===== config.mk =====
export PLATFORM = sky130hd
export DESIGN_NAME = strobe_bus_master
export DESIGN_NICKNAME = d
export VERILOG_FILES = /design/src/rtl/strobe_bus_pkg.sv /design/src/rtl/sbm_interval_cnt.sv /design/src/rtl/sbm_rd_capture.sv /design/src/rtl/strobe_bus_master.sv
export SDC_FILE = /design/constraint.sdc
export NUM_CORES = 1
export LEC_CHECK = 0
export CORE_MARGIN = 5
export CORE_UTILIZATION = 47
export DETAILED_ROUTE_END_ITERATION = 8
export GPL_TIMING_DRIVEN = 0
export PLACE_DENSITY_LB_ADDON = 0.12
export SYNTH_ARGS = -nofsm -noshare
export SYNTH_HDL_FRONTEND = slang
export SYNTH_HIERARCHICAL = 1
export SYNTH_SLANG_ARGS = --single-unit

===== constraint.sdc =====
create_clock -name clk -period 4.2 [get_ports clk]
set_input_delay 0.63 -clock clk [delete_from_list [all_inputs] [get_ports clk]]
set_output_delay 0.63 -clock clk [all_outputs]
set_load 0.1 [all_outputs]

===== src/rtl/strobe_bus_pkg.sv =====
package strobe_bus_pkg;

    typedef enum logic [2:0] {
        ST_IDLE    = 3'd0,
        ST_SETUP   = 3'd1,
        ST_HOLD    = 3'd2,
        ST_DATA    = 3'd3,
        ST_RECOVER = 3'd4
    } sbm_state_e;

endpackage


===== src/rtl/sbm_interval_cnt.sv =====
// Saturating cycle counter: cleared by clr, otherwise counts up to all ones.
module sbm_interval_cnt #(
    parameter int W = 8
) (
    input  logic         clk,
    input  logic         rst_n,
    input  logic         clr,
    output logic [W-1:0] cnt
);
    localparam logic [W-1:0] CNT_MAX = '1;

    logic [W-1:0] cnt_d, cnt_q;

    always_comb begin
        if (clr)
            cnt_d = '0;
        else if (cnt_q == CNT_MAX)
            cnt_d = cnt_q;
        else
            cnt_d = cnt_q + 1'b1;
    end

    always_ff @(posedge clk) begin
        if (!rst_n)
            cnt_q <= '0;
        else
            cnt_q <= cnt_d;
    end

    assign cnt = cnt_q;
endmodule


===== src/rtl/sbm_rd_capture.sv =====
// Read-return register: loads the bus data when cap is high.
module sbm_rd_capture #(
    parameter int DW = 16
) (
    input  logic          clk,
    input  logic          rst_n,
    input  logic          cap,
    input  logic [DW-1:0] din,
    output logic [DW-1:0] dout
);
    logic [DW-1:0] data_d, data_q;

    always_comb begin
        data_d = cap ? din : data_q;
    end

    always_ff @(posedge clk) begin
        if (!rst_n)
            data_q <= '0;
        else
            data_q <= data_d;
    end

    assign dout = data_q;
endmodule


===== src/rtl/strobe_bus_master.sv =====
module strobe_bus_master
    import strobe_bus_pkg::*;
#(
    parameter int AW    = 24,
    parameter int DW    = 16,
    parameter int CNT_W = 8,
    parameter int TMO_W = 12
) (
    input  logic             clk,
    input  logic             rst_n,
    input  logic [CNT_W-1:0] cfg_setup,
    input  logic [CNT_W-1:0] cfg_hold,
    input  logic [CNT_W-1:0] cfg_wdelay,
    input  logic [TMO_W-1:0] cfg_timeout,
    input  logic             req_start,
    input  logic             req_write,
    input  logic [AW-1:0]    req_addr,
    input  logic [DW-1:0]    req_wdata,
    output logic             busy,
    output logic             done,
    output logic             err,
    output logic [DW-1:0]    rd_data,
    output logic [AW-1:0]    bus_addr,
    output logic             bus_wr,
    output logic             bus_astb_n,
    output logic             bus_dstb_n,
    input  logic             bus_ack_n,
    input  logic [DW-1:0]    bus_data_in,
    output logic [DW-1:0]    bus_data_out,
    output logic             bus_data_oe
);
    localparam int CNT_XW = CNT_W + 1;
    localparam int TMO_XW = TMO_W + 1;

    typedef struct packed {
        sbm_state_e     st;
        logic [AW-1:0]  addr;
        logic           wr;
        logic [DW-1:0]  wdata;
        logic           astb_n;
        logic           dstb_n;
        logic           oe;
        logic           done;
        logic           err;
    } regs_t;

    regs_t r_d, r_q;

    logic              ph_clr, tmo_clr, cap;
    logic [CNT_W-1:0]  ph_cnt;
    logic [TMO_W-1:0]  tmo_cnt;
    logic [CNT_XW-1:0] ph_next;
    logic [TMO_XW-1:0] tmo_next;
    logic              ack_seen;

    // Phase timer: restarts on every state change.
    sbm_interval_cnt #(.W(CNT_W)) u_phase_cnt (
        .clk   (clk),
        .rst_n (rst_n),
        .clr   (ph_clr),
        .cnt   (ph_cnt)
    );

    // Acknowledge timeout timer: runs only in the data phase.
    sbm_interval_cnt #(.W(TMO_W)) u_tmo_cnt (
        .clk   (clk),
        .rst_n (rst_n),
        .clr   (tmo_clr),
        .cnt   (tmo_cnt)
    );

    sbm_rd_capture #(.DW(DW)) u_rd_cap (
        .clk   (clk),
        .rst_n (rst_n),
        .cap   (cap),
        .din   (bus_data_in),
        .dout  (rd_data)
    );

    assign ph_next  = {1'b0, ph_cnt} + 1'b1;
    assign tmo_next = {1'b0, tmo_cnt} + 1'b1;
    assign ack_seen = !bus_ack_n;

    always_comb begin
        r_d      = r_q;
        r_d.done = 1'b0;
        cap      = 1'b0;
        case (r_q.st)
            ST_IDLE: begin
                if (req_start) begin
                    r_d.st    = ST_SETUP;
                    r_d.addr  = req_addr;
                    r_d.wr    = req_write;
                    r_d.wdata = req_wdata;
                    r_d.err   = 1'b0;
                end
            end
            ST_SETUP: begin
                if (ph_cnt >= cfg_setup) begin
                    r_d.astb_n = 1'b0;
                    r_d.st     = ST_HOLD;
                end
            end
            ST_HOLD: begin
                if (ph_cnt >= cfg_hold) begin
                    r_d.dstb_n = 1'b0;
                    r_d.oe     = r_q.wr && (cfg_wdelay == '0);
                    r_d.st     = ST_DATA;
                end
            end
            ST_DATA: begin
                if (ack_seen && (!r_q.wr || r_q.oe)) begin
                    r_d.astb_n = 1'b1;
                    r_d.dstb_n = 1'b1;
                    r_d.oe     = 1'b0;
                    r_d.done   = 1'b1;
                    r_d.st     = ST_RECOVER;
                    cap        = !r_q.wr;
                end else if (tmo_next >= {1'b0, cfg_timeout}) begin
                    r_d.astb_n = 1'b1;
                    r_d.dstb_n = 1'b1;
                    r_d.oe     = 1'b0;
                    r_d.done   = 1'b1;
                    r_d.err    = 1'b1;
                    r_d.st     = ST_RECOVER;
                end else if (r_q.wr && (ph_next >= {1'b0, cfg_wdelay})) begin
                    r_d.oe = 1'b1;
                end
            end
            ST_RECOVER: begin
                r_d.st = ST_IDLE;
            end
            default: begin
                r_d.st = ST_IDLE;
            end
        endcase
        ph_clr  = (r_d.st != r_q.st);
        tmo_clr = (r_q.st != ST_DATA);
    end

    always_ff @(posedge clk) begin
        if (!rst_n) begin
            r_q <= '{st: ST_IDLE, addr: '0, wr: 1'b0, wdata: '0,
                     astb_n: 1'b1, dstb_n: 1'b1, oe: 1'b0,
                     done: 1'b0, err: 1'b0};
        end else begin
            r_q <= r_d;
        end
    end

    assign busy         = (r_q.st != ST_IDLE);
    assign done         = r_q.done;
    assign err          = r_q.err;
    assign bus_addr     = r_q.addr;
    assign bus_wr       = r_q.wr;
    assign bus_astb_n   = r_q.astb_n;
    assign bus_dstb_n   = r_q.dstb_n;
    assign bus_data_out = r_q.wdata;
    assign bus_data_oe  = r_q.oe;
endmodule


# Word level (Yosys, flattened, before mapping)
# Index checks and enable logic that the tools add are counted.
[classes] addsub=4 n_eq_ne=14 muxes=20 magnitude_cmp=4 reduce_logical=20 n_bitwise=1
[ops] op="2-to-1 mux 44 bit" count=1
[ops] op="greater-or-equal comparator 8 bit" count=2
[ops] op="adder 12 x 1 -> 13 bit (second input constant)" count=1
[ops] op="greater-or-equal comparator 13 x 12 -> 1 bit" count=1
[ops] op="adder 12 x 1 -> 12 bit (second input constant)" count=1
[ops] op="== test 12 bit (second input constant)" count=1
[ops] op="2-to-1 mux 3 bit" count=4
[ops] op="one-hot mux 3 bit (4 select lines)" count=1
[ops] op="inequality test 2 bit (second input constant)" count=5
[ops] op="adder 8 x 1 -> 9 bit (second input constant)" count=1
[ops] op="greater-or-equal comparator 9 x 8 -> 1 bit" count=1
[ops] op="AND reduction 3 bit" count=3
[ops] op="adder 8 x 1 -> 8 bit (second input constant)" count=1
[ops] op="== test 8 bit (second input constant)" count=1
[ops] op="logical NOT 8 bit" count=1
[ops] op="2-to-1 mux 1 bit" count=7
[ops] op="== test 3 x 2 -> 1 bit (second input constant)" count=2
[ops] op="2-to-1 mux 2 bit" count=3
[ops] op="nonzero test 2 bit" count=3
[ops] op="2-to-1 mux 4 bit" count=1
[ops] op="inequality test 4 bit (second input constant)" count=1
[ops] op="one-hot mux 1 bit (2 select lines)" count=2
[ops] op="one-hot mux 2 bit (2 select lines)" count=1
[ops] op="AND reduction 2 bit" count=2
[ops] op="12 further kinds" count=16
[totals] elab_cells=75 regBits=85

# Depth between registers and ports, before layout
# Gate-level depths: netlist of run 1.
[logic_depth] depth_word=7 depth_mapped=15 depth_no_buf=15

# Modules after synthesis
# Netlist of run 1, hierarchy kept.
[modules_own_cells] mod="strobe_bus_master" instances=1 seq_area_each_um2=980.9 cells_per_inst=428 area_per_inst_um2=3276.9
[modules_own_cells] mod="sbm_rd_capture" instances=1 seq_area_each_um2=320.3 cells_per_inst=51 area_per_inst_um2=615.6
[modules_own_cells] mod="sbm_interval_cnt (u_tmo_cnt)" instances=1 seq_area_each_um2=240.2 cells_per_inst=64 area_per_inst_um2=566.8
[modules_own_cells] mod="sbm_interval_cnt (u_phase_cnt)" instances=1 seq_area_each_um2=160.2 cells_per_inst=48 area_per_inst_um2=420.4

# Least setup slack after synthesis of run 1
# Ideal clock, no wire load.
[synth_timing] path_kind="register -> register" startpoint="reg u_tmo_cnt.cnt_q[4], in the netlist u_tmo_cnt/cnt[4]" endpoint="reg u_phase_cnt.cnt_q[3], in the netlist u_phase_cnt/cnt[3]" stages_incl_launch_ff=14 t_arrival_ns=3.175 path_buffers=0 setup_ns=0.074 path_slack_ns=0.950 path_cell_list="dfxtp_1 nand3_2 or3_1 nor2_1 xor2_1 ha_1 nor2b_1 a211o_1 nor4_1 nor2_1 nand4bb_1 nand2b_1 a2111o_1 o21ai_0"
[synth_between] elab_chain_len=7
[synth_lines] item="start: declaration" line="sbm_interval_cnt.sv:12" text="logic [W-1:0] cnt_d, cnt_q;"
[synth_lines] item="start signal: assignment" line="sbm_interval_cnt.sv:27" text="cnt_q <= cnt_d;"
[synth_lines] item="adder 12 x 1 -> 13 bit" line="strobe_bus_master.sv:81" text="assign tmo_next = {1'b0, tmo_cnt} + 1'b1;"
[synth_lines] item="greater-or-equal comparator 13 x 12 -> 1 bit" line="strobe_bus_master.sv:119" text="end else if (tmo_next >= {1'b0, cfg_timeout}) begin"
[synth_lines] item="2-to-1 mux 3 bit" line="strobe_bus_master.sv:119"
[synth_lines] item="2-to-1 mux 3 bit" line="strobe_bus_master.sv:112" text="if (ack_seen && (!r_q.wr || r_q.oe)) begin"
[synth_lines] item="one-hot mux 3 bit (4 select lines)" line="strobe_bus_master.sv:88" text="case (r_q.st)"
[synth_lines] item="inequality test 3 bit" line="strobe_bus_master.sv:137" text="ph_clr = (r_d.st != r_q.st);"
[synth_lines] item="net ph_clr" line="strobe_bus_master.sv:49" text="logic ph_clr, tmo_clr, cap;"
[synth_lines] item="OR reduction 2 bit (no line)"
[synth_lines] item="end signal: assignment" line="sbm_interval_cnt.sv:27"
[synth_lines] item="end: declaration" line="sbm_interval_cnt.sv:12"
# The timed path passes the listed nets, and every way through them passes these cells.
# A chain may end at the register's enable or synchronous reset.

# Final worst setup path of run 1
# Ends and elaborated chain as after synthesis.

==> key figures, run 1 <==
Routing
  • M1 wire length: approximately 5.6 mm
  • Vias post-DR: roughly 4500
  • Total length of routed met3 wires: 669 microns
  • DRC Markers: 0
  • Highest metal layer used by the detailed router: met4
  • Avg Vias per Cell: roughly 5
  • Detailed route wirelength on metal2: ~6.1 mm
  • DRT Pass-1 Iters: 4
  • Detail-routed net length per standard cell: 13.9 microns
  • Drt total wl: around 13 mm
  • Number of antenna-violating nets in the routed design: 0
  • Initial DRC count: 192

Placement
  • Cell area after placement: ~6600 sq um
  • Detailed placement HPWL: roughly 10 mm
  • Last weighted congestion value of the routability-driven placer: around 0.86
  • Worst setup slack after placement: between 0.5 and 0.6 ns
  • Port bufs: between 150 and 200
  • Dpl cells: approximately 890

Critical path
  • Largest fanout on the critical path: 9
  • Endpoint kind of the worst setup timing path: flip-flop
  • Cell-by-cell trace of the critical path: nand3_2 > or3_1 > nor2_1 > xor2_1 > ha_1 > nor2b_1 > a211o_1 > nor4_1 > nor2_1 > nand4bb_1 > nand2b_1 > a2111o_1 > o21ai_0
  • Data arrival time at the worst-slack endpoint: around 4.0 ns
  • Length in cells of the worst reg-to-reg path: 13
  • Most frequent cell on the critical path: sky130_fd_sc_hd__nor2_1
  • Startpoint kind of the worst setup timing path: flip-flop
  • Largest stage delay on the critical path: about 0.54 ns
  • Required time of the worst setup path: approximately 4.5 ns
  • Crit path max-delay cell type: sky130_fd_sc_hd__dfxtp_1
  • Kind of critical path: reg2reg

Synth
  • Cell with the most instances after synthesis: sky130_fd_sc_hd__nand2_1
  • Most numerous cell types in the synthesized netlist: sky130_fd_sc_hd__nand2_1, sky130_fd_sc_hd__dfxtp_1, sky130_fd_sc_hd__a21oi_1, sky130_fd_sc_hd__inv_1
  • FFs w/ async S/R, synth: 0%
  • Most instantiated flip-flop cell in the synthesis netlist: sky130_fd_sc_hd__dfxtp_1
  • Average footprint of a synthesized cell: 8.26 sq um
  • Share of the synthesized area in the top cell type: 34.9%
  • Netlist area before placement: just under 5000 sq um
  • Total of flip-flops plus latches after synthesis: 85
  • EDFF count, synth: 0
  • Area contributors post-synth: sky130_fd_sc_hd__dfxtp_1, sky130_fd_sc_hd__ha_1, sky130_fd_sc_hd__nand2_1, sky130_fd_sc_hd__a21oi_1, sky130_fd_sc_hd__buf_4
  • Distinct cells, synth: 58
  • Sequential area share after synthesis: approximately a third
  • Count of synthesis-stage warnings from yosys: 6
  • Cell accounting for the most synthesized area: sky130_fd_sc_hd__dfxtp_1
  • Post-synthesis cell count: between 500 and 600
  • Post-Synthesis Net Count: approximately 730

Power and ir drop
  • Power share of the clock group: between 30% and 40%
  • Net switching power: roughly 630 uW
  • Worst vdd rail ir drop: 0.186 mV
  • Sequential group share of total power: ~43%
  • Int Power: roughly 1300 uW
  • Leakage Power: between 0.002 and 0.003 uW
  • Combinational Power Share: between 20% and 30%
  • Power density over the cells: a little under 300 nW/um^2
  • Fraction of power spent switching nets: between 30% and 40%

Floorplanning
  • Floorplan row count: 37
  • Effective utilization at floorplan: a little under half
  • Floorplan die height: 112 microns
  • Core Area: 10200 sq um
  • DIE AREA: roughly 13000 sq um
  • Die span in x: approximately 110 microns
  • Number of I/O pins: 160

Global route
  • Global-route usage over all layers: around a fifth
  • First-pass GRT wire length: 20.7 mm
  • Number of antenna violations at the first check in global routing: 0
  • Largest net degree at the start of global routing: 15
  • Overflow left after global routing: 0
  • Vias in the first global route: approximately 4400

STA
  • Final critical-path share of the clock period: 87.5%
  • Final hold viol count: 0
  • RSZ-0062 raised after global routing: false
  • Number of max-slew violations in the final report: 0
  • Worst Clk Skew: roughly 0.011 ns
  • Final worst setup slack: around 0.53 ns
  • Relative slew slack: a little under a third
  • Setup TNS Final: 0 ns
  • Post-route worst hold slack: 0.454 ns
  • FMAX: between 200 and 300 MHz
  • Time the final worst path needs with I/O delays and setup: about 3.7 ns
  • Setup-violating endpoint count in the final report: 0
  • Slew at the pin closest to its max-slew limit: just over 1 ns

Clock network
  • Num Clock Sinks: 85
  • Clock buffers created by TritonCTS: 9
  • Hold buffers post-CTS: 0
  • TritonCTS clock tree: built
  • Clock transition time at the flip-flop clock pins of the worst setup and hold paths: around 0.090 ns
  • CTS-repair resized insts: 0
  • Number of H-tree branching levels: 3
  • Clock buffer depth: 2
  • Source-to-sink clock delay at the later pin of the worst-skew pair: roughly 0.36 ns
  • Master cell of the clock root buffer: sky130_fd_sc_hd__clkbuf_8
  • Post CTS Setup Buffer Count: 0

Layout
  • N_diodes: 0
  • Ratio of cells with drive above 1 in the final layout: between 10% and 20%
  • Synth-to-Final Area Change: 40.6%
  • Layout net count: between 800 and 900
  • Final cell count without fillers: roughly 900
  • Cell area after layout: between 6000 and 7000 sq um

Worst hold path
  • Hold Path Stages: 2
  • Hold/Removal Path Class: reg2reg

Run status
  • Status: complete, no violations

Run
  • Max-cap violations: 0
[state kept, by name, indices dropped and copies added, names as in the netlist]
name,cells
bus_addr,24
r_q,3
bus_dstb_n,1
bus_astb_n,1
bus_data_oe,1
bus_data_out,16
u_rd_cap/dout,16
done,1
bus_wr,1
u_phase_cnt/cnt,8
err,1
u_tmo_cnt/cnt,12
[critical path, delay by kind of cell (launching register included)]
kind                     cells  cell delay [ns]
XOR/XNOR                     1             0.16
AND/OR/NAND/NOR              8             1.88
AO/OA/AOI/OAI                3             0.78
flip-flops                   1             0.54
adder cells (fa/ha/maj)      1             0.25
[power by group through the flow]
stage	logic, uW	clock network, uW	registers, uW
after global routing	520	679	858
after detailed placement	491	0	872
after CTS	493	648	853
final	489	636	853
after global placement	484	0	870
after floorplan	316	0	872
[per-stage QoR]
stage / total power, uW / utilization [%]
2_1_floorplan: 1190 / -
3_3_place_gp: 1350 / 64.9
3_5_place_dp: 1360 / 64.9
4_1_cts: 1990 / 67.1
5_1_grt: 2060 / 67.1
6_report: 1980 / 67.1
[cell usage in the layout (no fill, tap or decap), types with 8 or more instances in the layout]
cell type                         netlist  routed
sky130_fd_sc_hd__a21oi_1               60      60
sky130_fd_sc_hd__buf_4                 40      40
sky130_fd_sc_hd__clkbuf_1              15      15
sky130_fd_sc_hd__clkbuf_8               0      12
sky130_fd_sc_hd__clkdlybuf4s50_1        0     159
sky130_fd_sc_hd__dfxtp_1               85      85
sky130_fd_sc_hd__ha_1                  40      40
sky130_fd_sc_hd__inv_1                 41      41
sky130_fd_sc_hd__mux2i_1               18      18
sky130_fd_sc_hd__nand2_1              102     102
sky130_fd_sc_hd__nand2b_1               8       8
sky130_fd_sc_hd__nand3_1               16      16
sky130_fd_sc_hd__nor2_1                20      20
sky130_fd_sc_hd__nor2b_1               19      19
sky130_fd_sc_hd__nor3_1                15      15
sky130_fd_sc_hd__o21ai_0               14      14
sky130_fd_sc_hd__xnor2_1               13      13
[final timing paths]
path,start,endpoint,slack (ns)
setup / recovery,u_tmo_cnt/cnt[4],u_phase_cnt/cnt[3],0.53
hold / removal,err,err,0.45
setup reg to reg,u_tmo_cnt/cnt[4],u_phase_cnt/cnt[3],0.53
hold reg to reg,err,err,0.45
[area by class of cell]
cell class | count | area, sq um
fillers | 852 | 3370
multi-input cells | 405 | 2620
flip-flops and latches | 85 | 1700
repair buffers | 159 | 1590
plain buffers | 59 | 404
well taps | 136 | 170
clock buffers | 12 | 165
inverters | 42 | 158
clock inverters | 4 | 53.8
[metal layers]
metal / global-route usage (%) / up-vias
li1: - / 2317
met1: 24.9 / 2077
met2: 34.1 / 117
met3: 3.75 / 18
met4: 6.49 / 0
met5: 0 / -
[cells by family after synthesis]
family	after synthesis	synth area share, %
compound gates	110	13.9
xor+xnor	20	3.59
fa+ha+maj	40	10.3
buf+inv	101	11.5
flops	85	34.9
mux	18	3.69
simple gates	217	22.2
Note: power is estimated with default switching activity, not from simulation.
==> run 2: changes to the inputs <==
--- a/config.mk
+++ b/config.mk
@@ -6,10 +6,10 @@
 export NUM_CORES = 1
 export LEC_CHECK = 0
 export CORE_MARGIN = 5
-export CORE_UTILIZATION = 47
+export CORE_UTILIZATION = 41
 export DETAILED_ROUTE_END_ITERATION = 8
 export GPL_TIMING_DRIVEN = 0
-export PLACE_DENSITY_LB_ADDON = 0.12
+export PLACE_DENSITY = 0.72
 export SYNTH_ARGS = -nofsm -noshare
 export SYNTH_HDL_FRONTEND = slang
 export SYNTH_HIERARCHICAL = 1
==> run 2 against run 1 <==
Compared with the run above: utilization shrank 6.5 points; highest routed layer unchanged; clock skew down 0.0031 ns; largest cell class unchanged; global-route usage decreased by 2.2 points; critical endpoint unchanged.
==> key figures, run 2 (same netlist as run 1, synthesis figures left out) <==
Floorplanning
  • Floorplan row count: 39 (+5.4%)
  • Effective utilization at floorplan: 42.2% (-5.5 points)
  • Die span in x: 119 microns (+6.4%)
  • Floorplan die height: 119 microns (+6.4%)
  • Number of I/O pins: 160 (unchanged)
  • DIE AREA: 14200 sq um (+13%)
  • Core Area: 11600 sq um (+13%)

Global route
  • Largest net degree at the start of global routing: 15 (unchanged)
  • Number of antenna violations at the first check in global routing: 0 (unchanged)
  • Vias in the first global route: 4469 (+1.5%)
  • First-pass GRT wire length: 21.0 mm (+1.5%)
  • Overflow left after global routing: 0 (unchanged)
  • Global-route usage over all layers: 17.6% (-2.2 points)

Critical path
  • Data arrival time at the worst-slack endpoint: 3.98 ns (about the same)
  • Endpoint kind of the worst setup timing path: flip-flop
  • Kind of critical path: reg2reg
  • Largest fanout on the critical path: 9 (unchanged)
  • Startpoint kind of the worst setup timing path: flip-flop
  • Setup slack of the worst register-to-register path: 0.48 ns (-0.05 ns)
  • Required time of the worst setup path: 4.46 ns (-0.04 ns)

Clock network
  • Post CTS Setup Buffer Count: 0 (unchanged)
  • Clock buffers created by TritonCTS: 9 (unchanged)
  • Number of H-tree branching levels: 3 (unchanged)
  • Num Clock Sinks: 85 (unchanged)
  • Clock transition time at the flip-flop clock pins of the worst setup and hold paths: 0.06 ns (-0.03 ns)
  • Master cell of the clock root buffer: sky130_fd_sc_hd__clkbuf_16
  • CTS-repair resized insts: 0 (unchanged)
  • Clock buffer depth: 2 (unchanged)
  • Hold buffers post-CTS: 0 (unchanged)
  • TritonCTS clock tree: built
  • Source-to-sink clock delay at the later pin of the worst-skew pair: 0.33 ns (-0.03 ns)

Routing
  • Initial DRC count: 246 (+28%)
  • Avg Vias per Cell: 5.01 (-0.27%)
  • DRC Markers: 0 (unchanged)
  • DRT Pass-1 Iters: 4 (unchanged)
  • Detail-routed net length per standard cell: 14.1 microns (+1.1%)
  • Number of antenna-violating nets in the routed design: 0 (unchanged)
  • Drt total wl: 12.8 mm (+1.8%)
  • Vias post-DR: 4552 (+0.51%)

STA
  • Number of max-slew violations in the final report: 0 (unchanged)
  • FMAX: 269 MHz (-1.2%)
  • Slew at the pin closest to its max-slew limit: 1.01 ns (-0.0206 ns)
  • RSZ-0062 raised after global routing: false
  • Final worst setup slack: 0.481 ns (-0.0451 ns)
  • Setup-violating endpoint count in the final report: 0 (unchanged)
  • Final hold viol count: 0 (unchanged)
  • Relative slew slack: 32.4% (+1.4 points)
  • Time the final worst path needs with I/O delays and setup: 3.72 ns (+0.0451 ns)
  • Setup TNS Final: 0 ns (unchanged)
  • Final critical-path share of the clock period: 88.5% (+1.1 points)
  • Worst Clk Skew: 0.00795 ns (-0.00312 ns)

Placement
  • Last weighted congestion value of the routability-driven placer: 0.839 (-2.5%)
  • Detailed placement HPWL: 10.1 mm (+1.4%)
  • Worst setup slack after placement: 0.517 ns (+0.00954 ns)
  • Port bufs: 159 (unchanged)

Layout
  • Most used cells in the layout excluding fill and tap cells: sky130_fd_sc_hd__clkdlybuf4s50_1, sky130_fd_sc_hd__nand2_1, sky130_fd_sc_hd__dfxtp_1, sky130_fd_sc_hd__a21oi_1, sky130_fd_sc_hd__inv_1
  • Max FFs per register: 24 (unchanged)
  • Ratio of cells with drive above 1 in the final layout: 9.92% (-0.13 points)
  • Synth-to-Final Area Change: 43.4%
  • N_diodes: 0 (unchanged)
  • Layout net count: 898 (unchanged)
  • Most common cell after layout, fill and taps aside: sky130_fd_sc_hd__clkdlybuf4s50_1
  • Fill count: 1031 (+21%)

Run
  • Max-cap violations: 0 (unchanged)

Power and ir drop
  • Leakage Power: 0.00287 uW (+2.2%)
  • Net switching power: 634 uW (+0.97%)
  • Power consumption: 2260 uW (+14%)
  • Power share of the clock group: 40.6% (+8.4 points)
  • Int Power: 1620 uW (+20%)
  • Worst vdd rail ir drop: 0.184 mV (-1.3%)
  • Power density over the cells: 323 nW/um^2 (+12%)
  • Sequential group share of total power: 37.8% (-5.3 points)
  • Combinational Power Share: 21.6% (-3.1 points)
  • Fraction of power spent switching nets: 28.1% (-3.7 points)

Run status
  • Status: complete, no violations

Worst hold path
  • Hold/Removal Path Class: reg2reg
[run 2: changes by cell type in the layout (fill, tap and decap cells not counted)]
cell and delta:
sky130_fd_sc_hd__clkbuf_8 -11, sky130_fd_sc_hd__clkbuf_16 +9, sky130_fd_sc_hd__bufinv_16 +2, sky130_fd_sc_hd__clkinvlp_4 -1, sky130_fd_sc_hd__clkbuf_1 +1
[run 2: worst paths after layout]
check | start | end | cells past startpoint
setup / recovery | u_tmo_cnt/cnt[4] | u_phase_cnt/cnt[3] | 13
hold / removal | bus_data_out[4] | bus_data_out[4] | 2
setup reg to reg | u_tmo_cnt/cnt[4] | u_phase_cnt/cnt[3] | 13
hold reg to reg | bus_data_out[4] | bus_data_out[4] | 2
[run 2: critical path: stages, from the launching register on]
cell and delay (ns):
sky130_fd_sc_hd__dfxtp_1 0.54, sky130_fd_sc_hd__nand3_2 0.14, sky130_fd_sc_hd__or3_1 0.43, sky130_fd_sc_hd__xnor2_1 0.21, sky130_fd_sc_hd__ha_1 0.27, sky130_fd_sc_hd__o21ai_0 0.18, sky130_fd_sc_hd__o21bai_1 0.08, sky130_fd_sc_hd__o21ba_2 0.23
sky130_fd_sc_hd__nor4_1 0.42, sky130_fd_sc_hd__nor2_1 0.13, sky130_fd_sc_hd__nand4bb_1 0.24, sky130_fd_sc_hd__nand2b_1 0.29, sky130_fd_sc_hd__a2111o_1 0.39, sky130_fd_sc_hd__o21ai_0 0.07
[run 2: power groups by stage]
stage	logic [uW]	clock network, uW	registers (uW)
finish	488	916	854
global placement	484	0	870
floorplan	316	0	872
CTS	492	935	854
detailed placement	491	0	872
global route	519	970	857
[run 2: metrics by stage]
| stage | util [%] | hold WS [ns] | area [sq um] | cells |
|---|---|---|---|---|
| 3_3_place_gp | 57.5 | 0.442 | 6650 | 893 |
| 4_1_cts | 60.5 | 0.455 | 7000 | 909 |
| 3_5_place_dp | 57.5 | 0.447 | 6650 | 893 |
| 5_1_grt | 60.5 | 0.478 | 7000 | 909 |
| 2_1_floorplan | - | 0.437 | 4880 | 591 |
| 6_report | 60.5 | 0.454 | 7000 | 909 |
[run 2: cell type report]
cell class	instances	area, sq um	area share, %
clock buffers	11	243	3.47
well taps	143	179	2.56
plain buffers	59	404	5.77
inverters	42	158	2.25
clock inverters	5	106	1.52
repair buffers	159	1590	22.7
flip-flops and latches	85	1700	24.3
multi-input cells	405	2620	37.4
[run 2: routing by layer]
layer,vias to the layer above,routed length [microns],global-route usage (%)
met5,-,0,0
met4,0,134,4.85
met3,14,724,3.60
met2,127,6210,31.6
met1,2094,5710,21.4
li1,2317,-,-
==> run 3: changes to the inputs <==
--- a/config.mk
+++ b/config.mk
@@ -10,6 +10,7 @@
 export DETAILED_ROUTE_END_ITERATION = 8
 export GPL_TIMING_DRIVEN = 0
 export PLACE_DENSITY = 0.72
+export SLEW_MARGIN = 5
 export SYNTH_ARGS = -nofsm -noshare
 export SYNTH_HDL_FRONTEND = slang
 export SYNTH_HIERARCHICAL = 1
==> results of run 3 <==
Final layout, timing and power as in run 2 (identical DEF).
